[src/rtl/regwin_pkg.sv]
package regwin_pkg;
  // Architectural register numbering inside one window
  localparam int unsigned RIDX_W    = 5;
  localparam logic [RIDX_W-1:0] SP_REG    = 5'd14;  // out register 6
  localparam logic [RIDX_W-1:0] FIRST_REG = 5'd16;  // local register 0
  localparam int unsigned BEATS     = 8;            // 16 registers as pairs

  typedef enum logic [1:0] {
    ST_IDLE,
    ST_SP,
    ST_XFER,
    ST_DONE
  } rw_state_e;
endpackage

[src/rtl/rw_target.sv]
module rw_target #(
  parameter int unsigned NWIN = 8,
  localparam int unsigned WPW = (NWIN > 1) ? $clog2(NWIN) : 1
) (
  input  logic            fill,
  input  logic [WPW-1:0]  cwp,
  input  logic [NWIN-1:0] wim,
  output logic [WPW-1:0]  tgt,
  output logic [NWIN-1:0] wim_rot
);
  logic [WPW-1:0] nxt, prv;

  generate
    if ((1 << WPW) == NWIN) begin : g_pow2
      assign nxt = cwp + WPW'(1);
      assign prv = cwp - WPW'(1);
    end else begin : g_npow2
      assign nxt = (cwp == WPW'(NWIN-1)) ? '0 : cwp + WPW'(1);
      assign prv = (cwp == '0) ? WPW'(NWIN-1) : cwp - WPW'(1);
    end
  endgenerate

  assign tgt     = fill ? nxt : prv;
  assign wim_rot = fill ? {wim[NWIN-2:0], wim[NWIN-1]}
                        : {wim[0], wim[NWIN-1:1]};
endmodule

[src/rtl/rw_seq.sv]
module rw_seq
  import regwin_pkg::*;
#(
  parameter int unsigned NBEAT = BEATS,
  localparam int unsigned BW = $clog2(NBEAT)
) (
  input  logic          clk,
  input  logic          rst_n,
  input  logic          start,
  input  logic          beat_hs,
  output rw_state_e     state,
  output logic [BW-1:0] beat
);
  localparam logic [BW-1:0] LAST = BW'(NBEAT-1);

  always_ff @(posedge clk or negedge rst_n) begin
    if (!rst_n) begin
      state <= ST_IDLE;
      beat  <= '0;
    end else begin
      unique case (state)
        ST_IDLE: if (start) begin
          state <= ST_SP;
          beat  <= '0;
        end
        ST_SP:   state <= ST_XFER;
        ST_XFER: if (beat_hs) begin
          if (beat == LAST) state <= ST_DONE;
          else              beat  <= beat + BW'(1);
        end
        ST_DONE: state <= ST_IDLE;
        default: state <= ST_IDLE;
      endcase
    end
  end
endmodule

[src/rtl/rw_beat_map.sv]
module rw_beat_map
  import regwin_pkg::*;
#(
  parameter int unsigned AW   = 32,
  parameter int unsigned XLEN = 32,
  parameter int unsigned BW   = 3,
  localparam int unsigned DBYTES = (2*XLEN)/8
) (
  input  logic              sp_phase,
  input  logic [BW-1:0]     beat,
  input  logic [AW-1:0]     sp,
  output logic [RIDX_W-1:0] reg_idx,
  output logic [AW-1:0]     addr
);
  assign reg_idx = sp_phase ? SP_REG
                            : FIRST_REG + RIDX_W'({beat, 1'b0});
  assign addr    = sp + AW'(beat) * AW'(DBYTES);
endmodule

[src/rtl/regwin_spill_fill.sv]
module regwin_spill_fill
  import regwin_pkg::*;
#(
  parameter int unsigned NWIN = 8,
  parameter int unsigned XLEN = 32,
  parameter int unsigned AW   = 32,
  localparam int unsigned WPW = (NWIN > 1) ? $clog2(NWIN) : 1,
  localparam int unsigned BW  = $clog2(BEATS)
) (
  input  logic              clk,
  input  logic              rst_n,
  input  logic              req_valid,
  input  logic              req_fill,
  input  logic [WPW-1:0]    req_cwp,
  input  logic [NWIN-1:0]   req_wim,
  output logic              busy,
  output logic [WPW-1:0]    rf_win,
  output logic [RIDX_W-1:0] rf_reg,
  input  logic [XLEN-1:0]   rf_rd_even,
  input  logic [XLEN-1:0]   rf_rd_odd,
  output logic              rf_we,
  output logic [XLEN-1:0]   rf_wr_even,
  output logic [XLEN-1:0]   rf_wr_odd,
  output logic              mem_valid,
  output logic              mem_write,
  output logic [AW-1:0]     mem_addr,
  output logic [2*XLEN-1:0] mem_wdata,
  input  logic              mem_ready,
  input  logic [2*XLEN-1:0] mem_rdata,
  output logic              done,
  output logic [NWIN-1:0]   wim_new
);
  rw_state_e      state;
  logic [BW-1:0]  beat;
  logic           accept, beat_hs;
  logic           fill_q;
  logic [WPW-1:0] tgt_d, tgt_q;
  logic [NWIN-1:0] rot_d, rot_q;
  logic [AW-1:0]  sp_q;

  assign accept  = req_valid && (state == ST_IDLE);
  assign beat_hs = mem_valid && mem_ready;

  rw_target #(.NWIN(NWIN)) u_target (
    .fill    (req_fill),
    .cwp     (req_cwp),
    .wim     (req_wim),
    .tgt     (tgt_d),
    .wim_rot (rot_d)
  );

  rw_seq #(.NBEAT(BEATS)) u_seq (
    .clk     (clk),
    .rst_n   (rst_n),
    .start   (accept),
    .beat_hs (beat_hs),
    .state   (state),
    .beat    (beat)
  );

  rw_beat_map #(.AW(AW), .XLEN(XLEN), .BW(BW)) u_map (
    .sp_phase (state == ST_SP),
    .beat     (beat),
    .sp       (sp_q),
    .reg_idx  (rf_reg),
    .addr     (mem_addr)
  );

  // Job context is latched at acceptance, stack pointer one cycle later
  always_ff @(posedge clk or negedge rst_n) begin
    if (!rst_n) begin
      fill_q <= 1'b0;
      tgt_q  <= '0;
      rot_q  <= '0;
      sp_q   <= '0;
    end else begin
      if (accept) begin
        fill_q <= req_fill;
        tgt_q  <= tgt_d;
        rot_q  <= rot_d;
      end
      if (state == ST_SP) sp_q <= AW'(rf_rd_even);
    end
  end

  assign busy       = (state != ST_IDLE);
  assign rf_win     = tgt_q;
  assign mem_valid  = (state == ST_XFER);
  assign mem_write  = !fill_q;
  assign mem_wdata  = {rf_rd_even, rf_rd_odd};
  assign rf_we      = beat_hs && fill_q;
  assign rf_wr_even = mem_rdata[2*XLEN-1:XLEN];
  assign rf_wr_odd  = mem_rdata[XLEN-1:0];
  assign done       = (state == ST_DONE);
  assign wim_new    = rot_q;
endmodule

[config.mk]
export PLATFORM = sky130hd
export DESIGN_NAME = regwin_spill_fill
export DESIGN_NICKNAME = d
export VERILOG_FILES = /design/src/rtl/regwin_pkg.sv /design/src/rtl/rw_target.sv /design/src/rtl/rw_seq.sv /design/src/rtl/rw_beat_map.sv /design/src/rtl/regwin_spill_fill.sv
export SDC_FILE = /design/constraint.sdc
export NUM_CORES = 1
export LEC_CHECK = 0
export BUFFER_PORTS_ARGS = -buffer_cell sky130_fd_sc_hd__buf_2
export CAP_MARGIN = 20
export CORE_AREA = 2 2 126 128
export CTS_BUF_LIST = sky130_fd_sc_hd__clkbuf_2 sky130_fd_sc_hd__clkbuf_4 sky130_fd_sc_hd__clkbuf_8
export DETAILED_ROUTE_END_ITERATION = 16
export DIE_AREA = 0 0 128 130
export PLACE_DENSITY_LB_ADDON = 0.08
export REMOVE_ABC_BUFFERS = 1
export SYNTH_ARGS = -nofsm -noshare
export SYNTH_HDL_FRONTEND = slang
export SYNTH_HIERARCHICAL = 1
export SYNTH_SLANG_ARGS = --single-unit
[constraint.sdc]
create_clock -name clk -period 6.35 [get_ports clk]
set_clock_uncertainty 0.1 [all_clocks]
set_input_delay 1.905 -clock clk [delete_from_list [all_inputs] [get_ports clk]]
set_output_delay 1.905 -clock clk [all_outputs]
set_load 0.02 [all_outputs]
# --- Yosys cells after proc, flatten, opt, wreduce, memory -nomap -nowiden ---
# Cells that the tools add are included.
# Widths: inputs -> output; s select.
word_totals:
  regBits: 49
  in_bits: 144
  out_inout_bits: 181
  elab_cells: 39
op_classes:
  n_addsub: 5
  n_eq_ne: 8
  n_mux: 11
  reduce_logical: 9
ops:
  columns: ["cell", "n"]
  rows:
  - ["$add 32x6->32", 1]
  - ["$mux 3", 4]
  - ["$mux 8", 1]
  - ["$pmux 2 s4", 1]
  - ["$add 3x1->3 const B", 2]
  - ["$mux 2", 3]
  - ["$pmux 3 s2", 1]
  - ["$add 5x4->5 const A", 1]
  - ["$mux 5", 1]
  - ["$eq 2x2->1 const B", 2]
  - ["$ne 2x1->1 const B", 2]
  - ["$ne 2x2->1 const B", 2]
  - ["$reduce_and 4->1", 1]
  - ["$reduce_bool 2->1", 2]
  - ["$eq 3x3->1 const B", 1]
  - ["$logic_and 1x1->1", 3]
  - ["$reduce_and 3->1", 1]
  - ["$sub 3x1->3 const B", 1]
  - ["$eq 2x1->1 const B", 1]
  - ["$logic_not 2->1", 1]
  - ["$logic_not 1->1", 1]

# --- Depth between registers and ports, before layout ---
logic_depth:
  word_depth: 4
  ltp_mapped: 6
  ltp_nobuf: 6

# --- Cells and area by module ---
# The synthesis kept the hierarchy.
by_module_without_submodules:
  columns: ["module", "instances", "cells_per_inst", "area_each_um2", "seq_area_each_um2"]
  rows:
  - ["regwin_spill_fill", 1, 229, 2831.5, 1101.1]
  - ["rw_beat_map", 1, 90, 660.6, 0.0]
  - ["rw_seq", 1, 27, 292.8, 125.1]
  - ["rw_target", 1, 13, 151.4, 0.0]

# --- Worst setup path before layout ---
# OpenSTA, ideal clock, no wires.
synth_path:
  path_type: "input port to output port"
  startpoint: "input port mem_ready"
  endpoint: "output port rf_we"
  arrival_time_ns: 2.321
  required_ns: 4.345
  path_slack_ns: 2.024
  path_stages: 2
  path_cell_list: "and3b_2 and2_1"
synth_via:
  elab_chain_len: 2
synth_lines:
  columns: ["element", "line_no", "rtl"]
  rows:
  - ["from (decl)", "regwin_spill_fill.sv:28", "input logic mem_ready,"]
  - ["$logic_and 1x1->1", "regwin_spill_fill.sv:42", "assign beat_hs = mem_valid && mem_ready;"]
  - ["$logic_and 1x1->1", "regwin_spill_fill.sv:91", "assign rf_we = beat_hs && fill_q;"]
  - ["to (decl)", "regwin_spill_fill.sv:21", "output logic rf_we,"]
# Every way passes these cells.

# --- Final worst setup path ---
layout_path:
  startpoint: "register u_seq.beat[0]"
  endpoint: "output port mem_addr[19]"
layout_via:
  elab_chain_len: 1
layout_lines:
  columns: ["element", "line_no", "rtl"]
  rows:
  - ["from (decl)", "rw_seq.sv:12", "output logic [BW-1:0] beat"]
  - ["from (signal assigned)", "rw_seq.sv:29", "else beat <= beat + BW'(1);"]
  - ["$add 32x6->32", "rw_beat_map.sv:17", "assign addr = sp + AW'(beat) * AW'(DBYTES);"]
  - ["to (decl)", "regwin_spill_fill.sv:26", "output logic [AW-1:0] mem_addr,"]
# Every way passes these cells.

==> impl_metrics.xml <==
<?xml version="1.0" encoding="UTF-8"?>
<metrics>
  <group name="grt">
    <metric name="grt_pass1_vias" unit="">2354</metric>
    <metric name="antenna_violations_before_repair" unit="">0</metric>
    <metric name="grt_max_degree" unit="">50</metric>
    <metric name="first_pass_grt_wire_length" unit="µm">25900</metric>
    <metric name="grt_use_total" unit="%">25.0</metric>
    <metric name="grt_remaining_overflow" unit="">0</metric>
  </group>
  <group name="worst_setup_path">
    <metric name="setup.worst_path.end_class" unit="">primary output</metric>
    <metric name="timing.critical_path.from_type" unit="">register</metric>
    <metric name="ff2ff_setup_slack" unit="ps">4120</metric>
    <metric name="rr_startpoint" unit="">u_seq/state[0]</metric>
    <metric name="timing.critical_path.to" unit="">mem_addr[19]</metric>
    <metric name="crit_arrival" unit="ps">2610</metric>
    <metric name="timing.setup.critical_path_class" unit="">register to primary output</metric>
    <metric name="cp_max_fo" unit="">5</metric>
    <metric name="critical_path_data_required_time" unit="ps">4350</metric>
    <metric name="cp-startpoint" unit="">u_seq/beat[0]</metric>
    <metric name="reg2regPathDepth" unit="">3</metric>
    <metric name="timing.rr.end" unit="">sp_q[0]</metric>
  </group>
  <group name="placement">
    <metric name="dp_hpwl" unit="µm">19000</metric>
    <metric name="globalplace.congestion" unit="">0.871</metric>
    <metric name="dpl-instance-area" unit="mm²">0.00379</metric>
    <metric name="buffer_ports.inserted" unit="">131</metric>
    <metric name="dp_worst_setup_slack" unit="ps">1790</metric>
  </group>
  <group name="status">
    <metric name="run_status" unit="">finished, final reports clean</metric>
  </group>
  <group name="clocking">
    <metric name="ctsHtreeMaxLevel" unit="">2</metric>
    <metric name="clk_pin_slew" unit="ps">100</metric>
    <metric name="clkSinkCount" unit="">49</metric>
    <metric name="postCtsResizedCells" unit="">0</metric>
    <metric name="cts_tree" unit="">done</metric>
    <metric name="clk_root_buffer_cell" unit="">sky130_fd_sc_hd__clkbuf_8</metric>
    <metric name="clk-insertion-delay-late" unit="ps">320</metric>
    <metric name="number_of_buffers_added_by_the_clock_tree_synthesis_step" unit="">5</metric>
    <metric name="clockBufferDepth" unit="">2</metric>
    <metric name="post_cts_buffers" unit="">0</metric>
    <metric name="postCtsHoldBufs" unit="">0</metric>
  </group>
  <group name="layout">
    <metric name="num-fill-cells" unit="">1691</metric>
    <metric name="final_util" unit="%">25.2</metric>
    <metric name="layout-area-overhead-vs-synth" unit="%">-1.37</metric>
    <metric name="layout.nets" unit="">515</metric>
    <metric name="finalInstanceArea" unit="mm²">0.00388</metric>
    <metric name="antenna_cells_inserted" unit="">0</metric>
    <metric name="layout-drive-gt1-share" unit="%">58.3</metric>
  </group>
  <group name="sta">
    <metric name="timing.setup.tns" unit="ps">0</metric>
    <metric name="slew_headroom" unit="%">49.4</metric>
    <metric name="setup_violations" unit="">0</metric>
    <metric name="post-route-worst-setup-slack" unit="ps">1740</metric>
    <metric name="report.final.slew_viol_count" unit="">0</metric>
    <metric name="hold_viol_final" unit="">0</metric>
    <metric name="worstMarginPinSlew" unit="ps">757</metric>
    <metric name="rsz_0062_raised_after_global_routing" unit="">false</metric>
    <metric name="fin_crit_sh" unit="%">72.6</metric>
    <metric name="fmax" unit="MHz">217</metric>
    <metric name="finalWorstPathRequiredPeriod" unit="ps">4610</metric>
  </group>
  <group name="die">
    <metric name="row_count" unit="">46</metric>
    <metric name="die_area" unit="mm²">0.0166</metric>
    <metric name="floorplan.io_pins" unit="">325</metric>
    <metric name="coreArea" unit="mm²">0.0154</metric>
    <metric name="initial_utilization" unit="%">25.5</metric>
    <metric name="dieHeight" unit="µm">130</metric>
    <metric name="die_x" unit="µm">128</metric>
  </group>
  <group name="logic_synthesis">
    <metric name="yosys_most_used_dff" unit="">sky130_fd_sc_hd__dfrtp_1</metric>
    <metric name="ys_ff_latch" unit="">49</metric>
    <metric name="postSynthAreaPerCell" unit="µm²">11.0</metric>
    <metric name="synth_sequential_area_ratio" unit="%">31.2</metric>
    <metric name="netlist_area" unit="mm²">0.00394</metric>
    <metric name="yosys.cell_types.count" unit="">39</metric>
    <metric name="synth-edff-count" unit="">0</metric>
    <metric name="ys.warnings.count" unit="">6</metric>
    <metric name="gate_count_after_technology_mapping" unit="">359</metric>
    <metric name="synth_async_reset_ratio" unit="%">100</metric>
  </group>
  <group name="routing">
    <metric name="drt-met1-wl" unit="µm">4690</metric>
    <metric name="route.detailed.vias_per_inst" unit="">4.48</metric>
    <metric name="drtPass1Iterations" unit="">4</metric>
    <metric name="wirelength" unit="µm">21400</metric>
    <metric name="vias" unit="">2483</metric>
    <metric name="wl_met2" unit="µm">9860</metric>
    <metric name="detailedRoute.firstIterationViolations" unit="">88</metric>
    <metric name="route.antenna.remaining_nets" unit="">0</metric>
    <metric name="post_drt_wl_per_cell" unit="µm">38.5</metric>
    <metric name="drc_errors" unit="">0</metric>
    <metric name="wl_met3" unit="µm">6240</metric>
    <metric name="topRoutingLayerUsed" unit="">met5</metric>
  </group>
  <group name="power">
    <metric name="p_leak" unit="nW">1.88</metric>
    <metric name="cellPowerDensity" unit="mW/mm²">520</metric>
    <metric name="fin_total_pwr" unit="W">0.00202</metric>
    <metric name="ir_drop" unit="mV">0.207</metric>
  </group>
  <group name="flow_run">
    <metric name="drv_cap" unit="">0</metric>
  </group>
  <group name="hold_path">
    <metric name="hold_class" unit="">register to register</metric>
  </group>
</metrics>
## worst min path at each step
| stage | startpoint | endpoint | slack [ps] | cells past startpoint |
|---|---|---|---|---|
| floorplan | sp_q[3] | sp_q[3] | 390 | 1 |
| global placement | wim_new[7] | wim_new[7] | 390 | 1 |
| detailed placement | sp_q[0] | sp_q[0] | 390 | 1 |
| CTS | wim_new[5] | wim_new[5] | 420 | 1 |
| global route | rf_win[1] | rf_win[1] | 440 | 1 |
| finish | sp_q[1] | sp_q[1] | 420 | 1 |
## cell families (layout without fill, tap and decap cells)
logic type,count (synthesis),in the layout,synth area share (%)
simple gates,61,61,10.0
fa+ha+maj,9,9,3.24
buf+inv,149,152,28.3
other cells,1,1,0.0953
compound gates,6,6,1.05
mux,56,56,19.6
flops,49,49,31.2
xor+xnor,28,28,6.58
## synthesized netlist by cell type (2+ instances only)
cell type / n / share of area (%)
sky130_fd_sc_hd__buf_4: 132 / 25
sky130_fd_sc_hd__dfrtp_1: 49 / 31
sky130_fd_sc_hd__mux2_4: 38 / 14
sky130_fd_sc_hd__xnor2_1: 23 / 5.1
sky130_fd_sc_hd__mux2_2: 15 / 4.3
sky130_fd_sc_hd__nand4_1: 12 / 1.9
sky130_fd_sc_hd__inv_1: 10 / 0.95
sky130_fd_sc_hd__nand2_1: 10 / 0.95
sky130_fd_sc_hd__ha_1: 7 / 2.2
sky130_fd_sc_hd__nand3_1: 7 / 0.89
sky130_fd_sc_hd__nor2_1: 5 / 0.48
sky130_fd_sc_hd__a21oi_1: 4 / 0.51
sky130_fd_sc_hd__and3_1: 4 / 0.64
sky130_fd_sc_hd__or2_2: 4 / 0.64
sky130_fd_sc_hd__xor2_1: 4 / 0.89
sky130_fd_sc_hd__and2_1: 3 / 0.48
sky130_fd_sc_hd__buf_6: 3 / 0.86
sky130_fd_sc_hd__buf_8: 3 / 1.1
sky130_fd_sc_hd__fa_1: 2 / 1.0
sky130_fd_sc_hd__mux2i_1: 2 / 0.51
sky130_fd_sc_hd__nand3_2: 2 / 0.51
sky130_fd_sc_hd__nor2b_1: 2 / 0.32
sky130_fd_sc_hd__nor4_4: 2 / 1.1
## per-stage QoR
| step | instances | hold slack, ps |
|---|---|---|
| floorplan | 220 | 386 |
| global placement | 547 | 388 |
| detailed placement | 547 | 394 |
| CTS | 554 | 424 |
| global route | 554 | 444 |
| finish | 554 | 416 |
## per-layer routing
layer | track usage (%) | up-vias
li1 | - | 1058
met1 | 16.1 | 1109
met2 | 40.3 | 288
met3 | 34.1 | 26
met4 | 6.72 | 2
met5 | 1.76 | -
## power breakdown
part,internal (W),total (W),switching [W]
clock,0.0000914,0.000212,0.000121
sequential,0.000472,0.000656,0.000185
combinational,0.000551,0.00115,0.000600
## sequential cells by signal (all words and copies together) (netlist names)
register and flops:
u_seq/state 2, fill_q 1, wim_new 8, sp_q 32, u_seq/beat 3, rf_win 3
## worst max-delay path, stage by stage (launching register included)
cell                      delay [ps]
sky130_fd_sc_hd__dfrtp_1         430
sky130_fd_sc_hd__ha_1            250
sky130_fd_sc_hd__fa_1            420
sky130_fd_sc_hd__a21oi_1         520
sky130_fd_sc_hd__nor3_1          200
sky130_fd_sc_hd__nand2_1         120
sky130_fd_sc_hd__xnor2_1         140
sky130_fd_sc_hd__buf_2           200
## area by class of cell
cell class / instances / area [µm²] / share of cell area (%)
Clock buffer: 7 / 90.1 / 2.32
Inverter: 10 / 37.5 / 0.967
Multi-Input combinational cell: 161 / 1600 / 41.3
Sequential cell: 49 / 1230 / 31.6
Tap cell: 192 / 240 / 6.19
Timing Repair Buffer: 135 / 686 / 17.7
## cell usage in the layout (no fill, tap or decap), drive strengths merged
master	n
or2b	1
mux2	54
a211oi	1
xnor3	1
a21oi	4
conb	1
nor4	2
xor2	4
or2	4
mux2i	2
nand2	10
and2	4
nand3	9
clkbuf	7
nor2	6
and3b	1
and2b	1
nand2b	1
buf	135
xnor2	23
ha	7
o22a	1
dfrtp	49
fa	2
nor3	1
and3	4
nand4	13
nor3b	1
inv	10
nor2b	3
No activity file was read; power rests on OpenSTA's default activity.
